File: src/rtl/pit_pkg.sv
package pit_pkg;
  localparam int unsigned MODE_W = 3;

  typedef enum logic [MODE_W-1:0] {
    QM_OFF      = 3'd0,
    QM_SW       = 3'd1,
    QM_EXT      = 3'd2,
    QM_EXT_CONT = 3'd3,
    QM_ONESHOT  = 3'd4,
    QM_PERIODIC = 3'd5,
    QM_RSV6     = 3'd6,
    QM_RSV7     = 3'd7
  } qmode_e;

  function automatic logic uses_timer(input logic [MODE_W-1:0] m);
    return (m == QM_ONESHOT) || (m == QM_PERIODIC);
  endfunction
endpackage

File: src/rtl/pit_cfg_reg.sv
module pit_cfg_reg
  import pit_pkg::*;
#(
  parameter int unsigned SEL_W = 4
) (
  input  logic              clk_i,
  input  logic              rst_ni,
  input  logic              stop_i,
  input  logic              we_i,
  input  logic [MODE_W-1:0] mode_i,
  input  logic [SEL_W-1:0]  sel_i,
  input  logic              scan_en_i,
  input  logic              shot_done_i,
  output logic [MODE_W-1:0] mode_o,
  output logic [SEL_W-1:0]  sel_o,
  output logic              scan_en_o
);
  logic [MODE_W-1:0] mode_q;
  logic [SEL_W-1:0]  sel_q;
  logic              scan_en_q;

  // stop wipes everything; a write beats the one-shot self-clear
  always_ff @(posedge clk_i or negedge rst_ni) begin
    if (!rst_ni) begin
      mode_q    <= QM_OFF;
      sel_q     <= '0;
      scan_en_q <= 1'b0;
    end else if (stop_i) begin
      mode_q    <= QM_OFF;
      sel_q     <= '0;
      scan_en_q <= 1'b0;
    end else if (we_i) begin
      mode_q    <= mode_i;
      sel_q     <= sel_i;
      scan_en_q <= scan_en_i;
    end else if (shot_done_i) begin
      scan_en_q <= 1'b0;
    end
  end

  assign mode_o    = mode_q;
  assign sel_o     = sel_q;
  assign scan_en_o = scan_en_q;
endmodule

File: src/rtl/pit_run_ctrl.sv
module pit_run_ctrl
  import pit_pkg::*;
(
  input  logic [MODE_W-1:0] mode_q_i,
  input  logic              scan_en_q_i,
  input  logic              stop_i,
  input  logic              freeze_i,
  input  logic              we_i,
  input  logic [MODE_W-1:0] mode_wr_i,
  output logic              hold_o,
  output logic              restart_o,
  output logic              oneshot_o
);
  logic cur_timer;
  logic new_timer;
  logic unarmed;

  always_comb begin
    cur_timer = uses_timer(mode_q_i);
    new_timer = uses_timer(mode_wr_i);
    oneshot_o = (mode_q_i == QM_ONESHOT);
    unarmed   = oneshot_o && !scan_en_q_i;
    hold_o    = stop_i || freeze_i || !cur_timer || unarmed;
    // timer-to-other-timer switch gives a one-cycle counter clear
    restart_o = we_i && !stop_i && cur_timer && new_timer && (mode_wr_i != mode_q_i);
  end
endmodule

File: src/rtl/pit_interval_cnt.sv
module pit_interval_cnt #(
  parameter int unsigned MIN_EXP = 7,
  parameter int unsigned NUM_SEL = 11,
  parameter int unsigned SEL_W   = 4
) (
  input  logic             clk_i,
  input  logic             rst_ni,
  input  logic             tick_i,
  input  logic             hold_i,
  input  logic             restart_i,
  input  logic [SEL_W-1:0] sel_i,
  output logic             roll_o,
  output logic             trig_o
);
  localparam int unsigned CNT_W = MIN_EXP + NUM_SEL - 1;
  localparam logic [SEL_W-1:0] SEL_MAX = SEL_W'(NUM_SEL - 1);

  logic [CNT_W-1:0]   cnt_q;
  logic [NUM_SEL-1:0] span_end;
  logic [SEL_W-1:0]   sel_eff;
  logic               at_end;
  logic               trig_q;

  for (genvar k = 0; k < NUM_SEL; k++) begin : g_span
    assign span_end[k] = &cnt_q[MIN_EXP+k-1:0];
  end

  always_comb begin
    sel_eff = (sel_i > SEL_MAX) ? SEL_MAX : sel_i;
    at_end  = 1'b0;
    for (int k = 0; k < NUM_SEL; k++) begin
      if (sel_eff == SEL_W'(k)) at_end = span_end[k];
    end
    roll_o = tick_i && !hold_i && !restart_i && at_end;
  end

  always_ff @(posedge clk_i or negedge rst_ni) begin
    if (!rst_ni) begin
      cnt_q  <= '0;
      trig_q <= 1'b0;
    end else begin
      trig_q <= roll_o;
      if (hold_i || restart_i) cnt_q <= '0;
      else if (tick_i)         cnt_q <= at_end ? '0 : cnt_q + 1'b1;
    end
  end

  assign trig_o = trig_q;
endmodule

File: src/rtl/pit_trigger_timer.sv
module pit_trigger_timer
  import pit_pkg::*;
#(
  parameter int unsigned MIN_EXP = 7,
  parameter int unsigned NUM_SEL = 11,
  parameter int unsigned SEL_W   = 4
) (
  input  logic              clk_i,
  input  logic              rst_ni,
  input  logic              tick_i,
  input  logic              cfg_we_i,
  input  logic [2:0]        cfg_mode_i,
  input  logic [SEL_W-1:0]  cfg_sel_i,
  input  logic              cfg_scan_en_i,
  input  logic              stop_i,
  input  logic              freeze_i,
  output logic              trig_o,
  output logic [2:0]        mode_o,
  output logic              scan_en_o
);
  logic [MODE_W-1:0] mode_q;
  logic [SEL_W-1:0]  sel_q;
  logic              scan_en_q;
  logic              hold;
  logic              restart;
  logic              oneshot;
  logic              roll;
  logic              shot_done;

  assign shot_done = roll && oneshot;

  pit_cfg_reg #(.SEL_W(SEL_W)) u_cfg (
    .clk_i       (clk_i),
    .rst_ni      (rst_ni),
    .stop_i      (stop_i),
    .we_i        (cfg_we_i),
    .mode_i      (cfg_mode_i),
    .sel_i       (cfg_sel_i),
    .scan_en_i   (cfg_scan_en_i),
    .shot_done_i (shot_done),
    .mode_o      (mode_q),
    .sel_o       (sel_q),
    .scan_en_o   (scan_en_q)
  );

  pit_run_ctrl u_ctrl (
    .mode_q_i    (mode_q),
    .scan_en_q_i (scan_en_q),
    .stop_i      (stop_i),
    .freeze_i    (freeze_i),
    .we_i        (cfg_we_i),
    .mode_wr_i   (cfg_mode_i),
    .hold_o      (hold),
    .restart_o   (restart),
    .oneshot_o   (oneshot)
  );

  pit_interval_cnt #(
    .MIN_EXP (MIN_EXP),
    .NUM_SEL (NUM_SEL),
    .SEL_W   (SEL_W)
  ) u_cnt (
    .clk_i     (clk_i),
    .rst_ni    (rst_ni),
    .tick_i    (tick_i),
    .hold_i    (hold),
    .restart_i (restart),
    .sel_i     (sel_q),
    .roll_o    (roll),
    .trig_o    (trig_o)
  );

  assign mode_o    = mode_q;
  assign scan_en_o = scan_en_q;
endmodule

File: config.mk
export PLATFORM = sky130hd
export DESIGN_NAME = pit_trigger_timer
export DESIGN_NICKNAME = d
export VERILOG_FILES = /design/src/rtl/pit_pkg.sv /design/src/rtl/pit_cfg_reg.sv /design/src/rtl/pit_run_ctrl.sv /design/src/rtl/pit_interval_cnt.sv /design/src/rtl/pit_trigger_timer.sv
export SDC_FILE = /design/constraint.sdc
export NUM_CORES = 1
export LEC_CHECK = 0
export BUFFER_PORTS_ARGS = -buffer_cell sky130_fd_sc_hd__buf_2
export CORE_UTILIZATION = 38
export DETAILED_ROUTE_END_ITERATION = 10
export PLACE_DENSITY_LB_ADDON = 0.08
export SLEW_MARGIN = 20
export SYNTH_ARGS = -nofsm -noshare
export SYNTH_HDL_FRONTEND = slang
export SYNTH_SLANG_ARGS = --single-unit
File: constraint.sdc
create_clock -name clk_i -period 4.8 [get_ports clk_i]
set_input_delay 0.48 -clock clk_i [delete_from_list [all_inputs] [get_ports clk_i]]
set_output_delay 0.48 -clock clk_i [all_outputs]
set_load 0.02 [all_outputs]
### After elaboration in Yosys (flattened, before gate mapping)

Index checks and enable logic that the tools add are counted.
Widths: inputs -> output; s select.

* equal/unequal tests: 15
* reduce and logical (&&, ||, !) cells: 35
* magnitude comparators: 1
* muxes and demuxes: 22
* add/subtract/negate cells: 1

Operators with widths (number)
* $mux 17: 3
* $add 17x1->17 const B: 1
* $reduce_and 17->1: 1
* $eq 4x3->1 const B: 4
* $reduce_and 16->1: 1
* $reduce_and 15->1: 1
* $mux 1: 14
* $reduce_and 14->1: 1
* $reduce_and 13->1: 1
* $eq 3x3->1 const B: 4
* $eq 4x4->1 const B: 3
* $mux 4: 3
* $reduce_and 12->1: 1
* $reduce_and 11->1: 1
* $reduce_and 10->1: 1
* $logic_and 1x1->1: 9
* $reduce_and 9->1: 1
* $eq 4x2->1 const B: 2
* $reduce_and 8->1: 1
* $reduce_and 7->1: 1
* $logic_or 1x1->1: 6
* $mux 3: 2
* $logic_not 1->1: 5
* $eq 4x1->1 const B: 1
* 5 further kinds: 6

* output and inout port bits: 5
* logic and storage cells: 79
* input port bits: 14
* register bits after elaboration: 26

### Depth between registers and ports, before layout

Gate-level depths: netlist of the first run.

* depth after elaboration: 19
* gate-level depth with buffers: 13
* gate-level depth less buffers: 11

### Hierarchy

Synthesis of the first run repeated with hierarchy kept, for this count alone.

* cells, all modules: 186
* area, all modules: 1669.1 um^2

By module, submodules not included
* pit_interval_cnt: area each 1282.5 um^2, times used 1, cells an instance 151, seq. area each 450.4 um^2
* pit_cfg_reg: area each 329.1 um^2, times used 1, cells an instance 27, seq. area each 200.2 um^2
* pit_run_ctrl: area each 51.3 um^2, times used 1, cells an instance 7, seq. area each 0.0 um^2
* pit_trigger_timer: area each 6.3 um^2, times used 1, cells an instance 1, seq. area each 0.0 um^2

### Worst setup path before layout of the first run

Ideal clock, no wire load.

* path type: register -> register
* start: reg u_cnt.cnt_q[0]
* end: reg u_cnt.cnt_q[8]
* required time: 4.679 ns
* cell stages (with the launch flop): 13
* library setup time: 0.121 ns
* period minus slack after synthesis: 2.480 ns
* buffers on the path: 2
* slack: 2.320 ns
* data arrival time: 2.359 ns
* path through: dfrtp_1 > ha_1 > nand3_2 > nor4_4 > nand3_1 > nor3_1 > ha_1 > and3_1 > a41o_1 > and3b_1 > buf_6 > buf_6 > a22o_1

* longest elaborated chain between the ends: 15
* elaborated cells on any way between the ends: 26
* classes of those cells: add/sub: 1; mux: 14; reduce/logical: 11

RTL lines
* start, declared: line pit_interval_cnt.sv:18 `logic [CNT_W-1:0] cnt_q;`
* start signal, assigned: line pit_interval_cnt.sv:44 `else if (tick_i) cnt_q <= at_end ? '0 : cnt_q + 1'b1;`
* $reduce_and 7->1: line pit_interval_cnt.sv:25 `assign span_end[k] = &cnt_q[MIN_EXP+k-1:0];`
* $mux 1 (11 in series): line pit_interval_cnt.sv:32 `if (sel_eff == SEL_W'(k)) at_end = span_end[k];`
* $mux 17 * (2 in series): line pit_interval_cnt.sv:44
* $mux 17 *: line pit_interval_cnt.sv:43 `if (hold_i || restart_i) cnt_q <= '0;`

Every way passes the cells marked *; elsewhere a longest branch is shown, timed or not. The select of a mux whose other input is x is not followed.
A chain may end at the register's enable or synchronous reset.

### Worst setup path in the final report of the first run

* start: reg u_cnt.cnt_q[0]
* end: reg u_cnt.cnt_q[16]

The elaborated chain is that of the path after synthesis.

==> results of run 1 <==
==> cells by family (layout without fill, tap and decap cells) <==
group | Yosys count | in the layout | share of synthesized area (%)
xor gates and xnor gates | 1 | 1 | 0.5411
and+or+nand+nor | 74 | 74 | 28.21
DFF | 26 | 26 | 40.19
buffers and inverters | 18 | 32 | 6.259
muxes | 9 | 9 | 5.564
adders and majority gates | 3 | 3 | 2.319
AOI/OAI and AO/OA | 36 | 36 | 16.93
==> metal layers <==
| layer | vias to the layer above | track usage, % |
|---|---|---|
| met5 | - | 0 |
| met4 | 0 | 7.181 |
| met3 | 5 | 2.027 |
| met2 | 26 | 29.50 |
| met1 | 599 | 22.25 |
| li1 | 635 | - |
==> synthesized netlist by cell type (4+ instances only) <==
| cell | instances | area, um2 |
|---|---|---|
| nor3_1 | 4 | 20.02 |
| buf_6 | 4 | 45.04 |
| nand3_1 | 8 | 40.04 |
| or3_1 | 7 | 43.79 |
| dfrtp_1 | 26 | 650.6 |
| nand2_1 | 17 | 63.81 |
| mux2i_1 | 9 | 90.09 |
| nor2_1 | 13 | 48.80 |
| o21ai_0 | 5 | 25.02 |
| inv_1 | 11 | 41.29 |
| o21ai_1 | 4 | 20.02 |
| a21oi_1 | 8 | 40.04 |
==> state kept, by name, summed over array words and instances (netlist names) <==
register and flops:
u_cnt.cnt_q 17, u_cfg.sel_o 4, u_cfg.mode_o 3, u_cfg.scan_en_o 1, u_cnt.trig_o 1
==> power groups by stage <==
stage | registers [W] | logic, W | clock network (W)
after floorplan | 0.000234 | 0.0000189 | 0
after global placement | 0.000233 | 0.0000336 | 0
after detailed placement | 0.000234 | 0.0000341 | 0
after CTS | 0.000229 | 0.0000341 | 0.000130
after global routing | 0.000230 | 0.0000375 | 0.000140
final | 0.000229 | 0.0000334 | 0.000128
==> worst max-delay path: cells and delay by family, from the launching register on <==
kind	cells	cell delay, ns
DFF	1	0.39
and+or+nand+nor	6	1.41
adders and majority gates	2	0.38
AOI/OAI and AO/OA	2	0.46
==> stage by stage <==
| stage | setup slack [ns] | std cells | util, % |
|---|---|---|---|
| 2_1_floorplan | 2.320 | 167 | - |
| 3_3_place_gp | 2.096 | 228 | 42.18 |
| 3_5_place_dp | 2.047 | 228 | 42.18 |
| 4_1_cts | 2.027 | 231 | 43.20 |
| 5_1_grt | 1.827 | 231 | 43.26 |
| 6_report | 2.047 | 231 | 43.26 |
==> final cells by class <==
type,count,area [um2]
fillers,386,2302
inverters,11,41.29
flip-flops and latches,26,650.6
multi-input cells,123,869.6
clock buffers,3,41.29
well taps,50,62.56
repair buffers,18,90.09
==> worst max path at each step <==
| stage | from | to | slack, ns | cells past startpoint |
|---|---|---|---|---|
| after floorplan | u_cnt.cnt_q[0] | u_cnt.cnt_q[8] | 2.32 | 12 |
| after global placement | u_cnt.cnt_q[0] | u_cnt.cnt_q[16] | 2.10 | 10 |
| after detailed placement | u_cnt.cnt_q[1] | u_cnt.cnt_q[9] | 2.05 | 11 |
| after CTS | u_cnt.cnt_q[1] | u_cnt.cnt_q[16] | 2.03 | 10 |
| after global routing | u_cnt.cnt_q[0] | u_cnt.cnt_q[10] | 1.83 | 11 |
| final | u_cnt.cnt_q[0] | u_cnt.cnt_q[16] | 2.05 | 10 |
==> metrics.cfg, run 1 <==
[die]
row_count = 23
die_x_um = 67.28
dieHeight_um = 67.28
start_util_pct = 39.90
io_pins = 19
die_area_um2 = 4526
core-area_um2 = 4058

[placed_design]
io_buffers = 18
dpl_cell_area_um2 = 1712
gp_congestion = 0.7994
hpwl_um = 2539

[finish]
final_cell_area_um2 = 1755
final_cell_mix = dfrtp_1, buf_2, nand2_1, nor2_1, inv_1
fin_nets = 200
areaGrowthSynthToFinish_pct = 8.423
final_common_cell = dfrtp_1
drive_above_1_share_pct = 19.34
antenna_cells = 0

[timing]
final_hold_viol_count = 0
rsz0062_at_grt = no
finalSetupViolations = 0
max_freq_mhz = 363.3
drv_slew = 0
timing.hold.ws_ns = 0.1961
final.min_clock_period_ns = 2.753
fin_setup_tns_ns = 0
worst_pin_slew_ns = 0.6485
fin_crit_sh_pct = 57.35
fin_skew_ns = 0.001437
slew_headroom_pct = 56.72

[clock_tree]
clock_path_buffers = 2
cts-root-buf = clkbuf_8
holdBufCountCts = 0
clock_latency_ns = 0.27
cts_setup_buffers = 0
cts_resized = 0
cts_sinks = 26
tritoncts = built
path_clk_slew_ns = 0.09
numCtsBuffers = 3
cts_max_level = 1

[synth]
synth_seq_cells = 26
ys_types = 51
synth_edf_count = 0
ys_warn_count = 0
yosysSeqAreaShare_pct = 40.19
postSynthAreaPerCell_um2 = 9.695
synth_nets = 184
syn_area_um2 = 1619
synth_ff_type = dfrtp_1
async_flop_share_pct = 100.0
syn_inst = 167

[worst_setup_path]
reg2regPathDepth = 10
r2r-end = u_cnt.cnt_q[16]
worstPathCellList = ha_1 -> nand3_2 -> nor4_4 -> nand3_1 -> nor3_1 -> ha_1 -> and3_1 -> a41o_1 -> and3b_1 -> a22o_1
cp_slowest_stage_delay_ns = 0.39
path_common_cell = ha_1
critPathLaunchType = flop
ff2ff_setup_slack_ns = 2.05
crit_path_top_delay_cell = dfrtp_1
rr_startpoint = u_cnt.cnt_q[0]
cp_data_required_time_ns = 4.97
arrival_ns = 2.92
critical_path_class = flop to flop
cp-end-kind = flop
crit_fanout = 16

[power]
combPwrFrac_pct = 8.5
power.density_nw_per_um2 = 222.5
leakagePower_nw = 0.7102
power_switching_w = 0.00009702
seqPwrFrac_pct = 58.7
internal_power_w = 0.0002936
p_clk_share_pct = 32.8
worst_ir_drop_vdd_mv = 0.1092
total_power_w = 0.0003906
swShare_pct = 24.84

[flow_run]
cap_viol_max_count = 0

[detailed_routing]
drc = 0
routed_wl_um = 3390
drtPass1Iterations = 4
viasPerCell = 5.476
wl_met1_um = 1637
drt_iter0_drc = 57
num_vias = 1265
routed-wl-met3_um = 103
dr_wl_met2_um = 1593
routedWlPerCell_um = 14.68
top_layer_used = met4
postRouteAntennaNets = 0

[global_routing]
grt_max_degree = 27
grt_usage_pct = 17.39
grt_pass1_wl_um = 5851
grt_pass1_vias = 1227
grt.overflow.total = 0
antenna_found_initial = 0

[min_path]
hp-class = input pin to async pin

[outcome]
status = finished clean

Note: power is estimated with default switching activity, not from simulation.
==> inputs of run 2 (changes only) <==
==> constraint.sdc (replaced) <==
create_clock -name clk_i -period 2.4 [get_ports clk_i]
set_input_delay 0.24 -clock clk_i [delete_from_list [all_inputs] [get_ports clk_i]]
set_output_delay 0.24 -clock clk_i [all_outputs]
set_load 0.02 [all_outputs]
==> run 2 against run 1 <==
Routed wire length grew 12%. Critical endpoint is now u_cnt.cnt_q[9]. Clock skew increased by 0.0020 ns. Sequential power increased by 100%. Highest routed layer unchanged. Critical path depth grew 3.
==> metrics.cfg, run 2 (synthesis gave the netlist of run 1 again) <==
[power]
total_power_w = 0.0008189
seqPwrFrac_pct = 56.0
swShare_pct = 23.73
p_clk_share_pct = 35.3
internal_power_w = 0.0006245
power_switching_w = 0.0001944
leakagePower_nw = 0.9142
power.density_nw_per_um2 = 387.7
combPwrFrac_pct = 8.7
worst_ir_drop_vdd_mv = 0.1921

[finish]
final_cell_mix = buf_4, dfrtp_1, buf_2, nand2_1, nor2_1
largest_reg_flops = 17
top_register = u_cnt.cnt_q
antenna_cells = 0
drive_above_1_share_pct = 35.91
final_cell_area_um2 = 2112
fin_nets = 238
final_common_cell = buf_4
areaGrowthSynthToFinish_pct = 30.45

[timing]
slew_headroom_pct = 26.18
final_hold_viol_count = 0
setup_slack_ns = 0.03975
worst_pin_slew_ns = 1.103
drv_slew = 0
finalSetupViolations = 0
fin_skew_ns = 0.003445
fin_setup_tns_ns = 0
fin_crit_sh_pct = 98.34
final.min_clock_period_ns = 2.360
rsz0062_at_grt = yes
max_freq_mhz = 423.7

[detailed_routing]
routed_wl_um = 3807
routedWlPerCell_um = 14.10
drtPass1Iterations = 4
postRouteAntennaNets = 0
viasPerCell = 5.337
drt_iter0_drc = 69
num_vias = 1441
drc = 0

[worst_setup_path]
cp-end-kind = flop
critical_path_class = flop to flop
critPathLaunchType = flop
cp_data_required_time_ns = 2.60
crit_fanout = 10
arrival_ns = 2.56

[global_routing]
grt.overflow.total = 0
grt_max_degree = 27
use_met1_pct = 24.29
antenna_found_initial = 0
grt_pass1_vias = 1387
top_usage_layer = met2
grtUsageMet2_pct = 32.63
use_met3_pct = 2.365
grt_pass1_wl_um = 6382
grt_usage_pct = 18.98

[flow_run]
cap_viol_max_count = 0

[clock_tree]
tritoncts = built
path_clk_slew_ns = 0.09
cts_max_level = 1
cts-root-buf = clkbuf_8
cts_sinks = 26
numCtsBuffers = 3
clock_path_buffers = 2
clock_latency_ns = 0.27

[placed_design]
gp_congestion = 0.8098
pre_cts_slack_ns = -0.1436
hpwl_um = 2758
dpl_cell_area_um2 = 1862
io_buffers = 18

[die]
io_pins = 19
dieHeight_um = 67.28
row_count = 23
die_area_um2 = 4526
core-area_um2 = 4058
die_x_um = 67.28
start_util_pct = 39.90

[outcome]
status = finished clean

[min_path]
hp-class = input pin to flop

## run 2: final cells by class
class                      instances  area, um2
tap                               50      62.56
clock buffer                       4      55.05
timing repair buffer              56      381.6
multi-input combinational        123      920.9
sequential                        26      650.6
inverter                          11      41.29
fill                             372       1946
## run 2: what timing repair did
item | 4_1_cts | 5_1_grt
hold buffers | 1 | 0
pin swaps | 2 | 5
endpoints found under the setup margin | 14 | 16
setup buffers | 12 | 5
endpoints found under the hold margin | 26 | 0
gates resized for setup | 7 | 4
## run 2: metal layers
metal,vias to the layer above,wire length [um]
met5,-,0
met4,0,39
met3,4,112
met2,28,1910
met1,696,1744
li1,713,-
## run 2: worst max-delay path, stage by stage, from the launching register on
cell and delay [ns]:
dfrtp_1 0.42, ha_4 0.19, nand3_4 0.10, buf_4 0.13
nor4_4 0.04, ha_2 0.19, nand4bb_1 0.13, nor2_2 0.06
nor3_4 0.13, buf_4 0.15, nand3b_4 0.14, buf_4 0.18
or3_1 0.34, o21ai_0 0.08
## run 2: metrics by stage
stage | instances | hold slack, ns | utilization (%)
after global placement | 248 | 0.2732 | 45.88
after global routing | 270 | 0.2210 | 52.05
after floorplan | 167 | -0.05559 | -
after CTS | 265 | 0.2083 | 50.60
after detailed placement | 248 | 0.2865 | 45.88
final | 270 | 0.2044 | 52.05
## run 2: power by group through the flow
stage	Combinational [W]	Clock, W	Sequential (W)
floorplan	0.0000377	0	0.000468
finish	0.0000715	0.000289	0.000459
CTS	0.0000731	0.000298	0.000459
detailed placement	0.0000713	0	0.000467
global placement	0.0000691	0	0.000467
global route	0.0000803	0.000319	0.000461
## run 2: path summary, 6_finish.rpt
path	start	to	slack [ns]	depth (start not counted)
setup / recovery	u_cnt.cnt_q[1]	u_cnt.cnt_q[9]	0.04	13
hold / removal	cfg_sel_i[1]	u_cfg.sel_o[1]	0.20	3
setup reg to reg	u_cnt.cnt_q[1]	u_cnt.cnt_q[9]	0.04	13
hold reg to reg	u_cnt.cnt_q[16]	u_cnt.cnt_q[16]	0.53	1
max in group asynchronous	rst_ni	u_cnt.cnt_q[13]	1.53	2
min in group asynchronous	rst_ni	u_cnt.cnt_q[0]	0.49	2
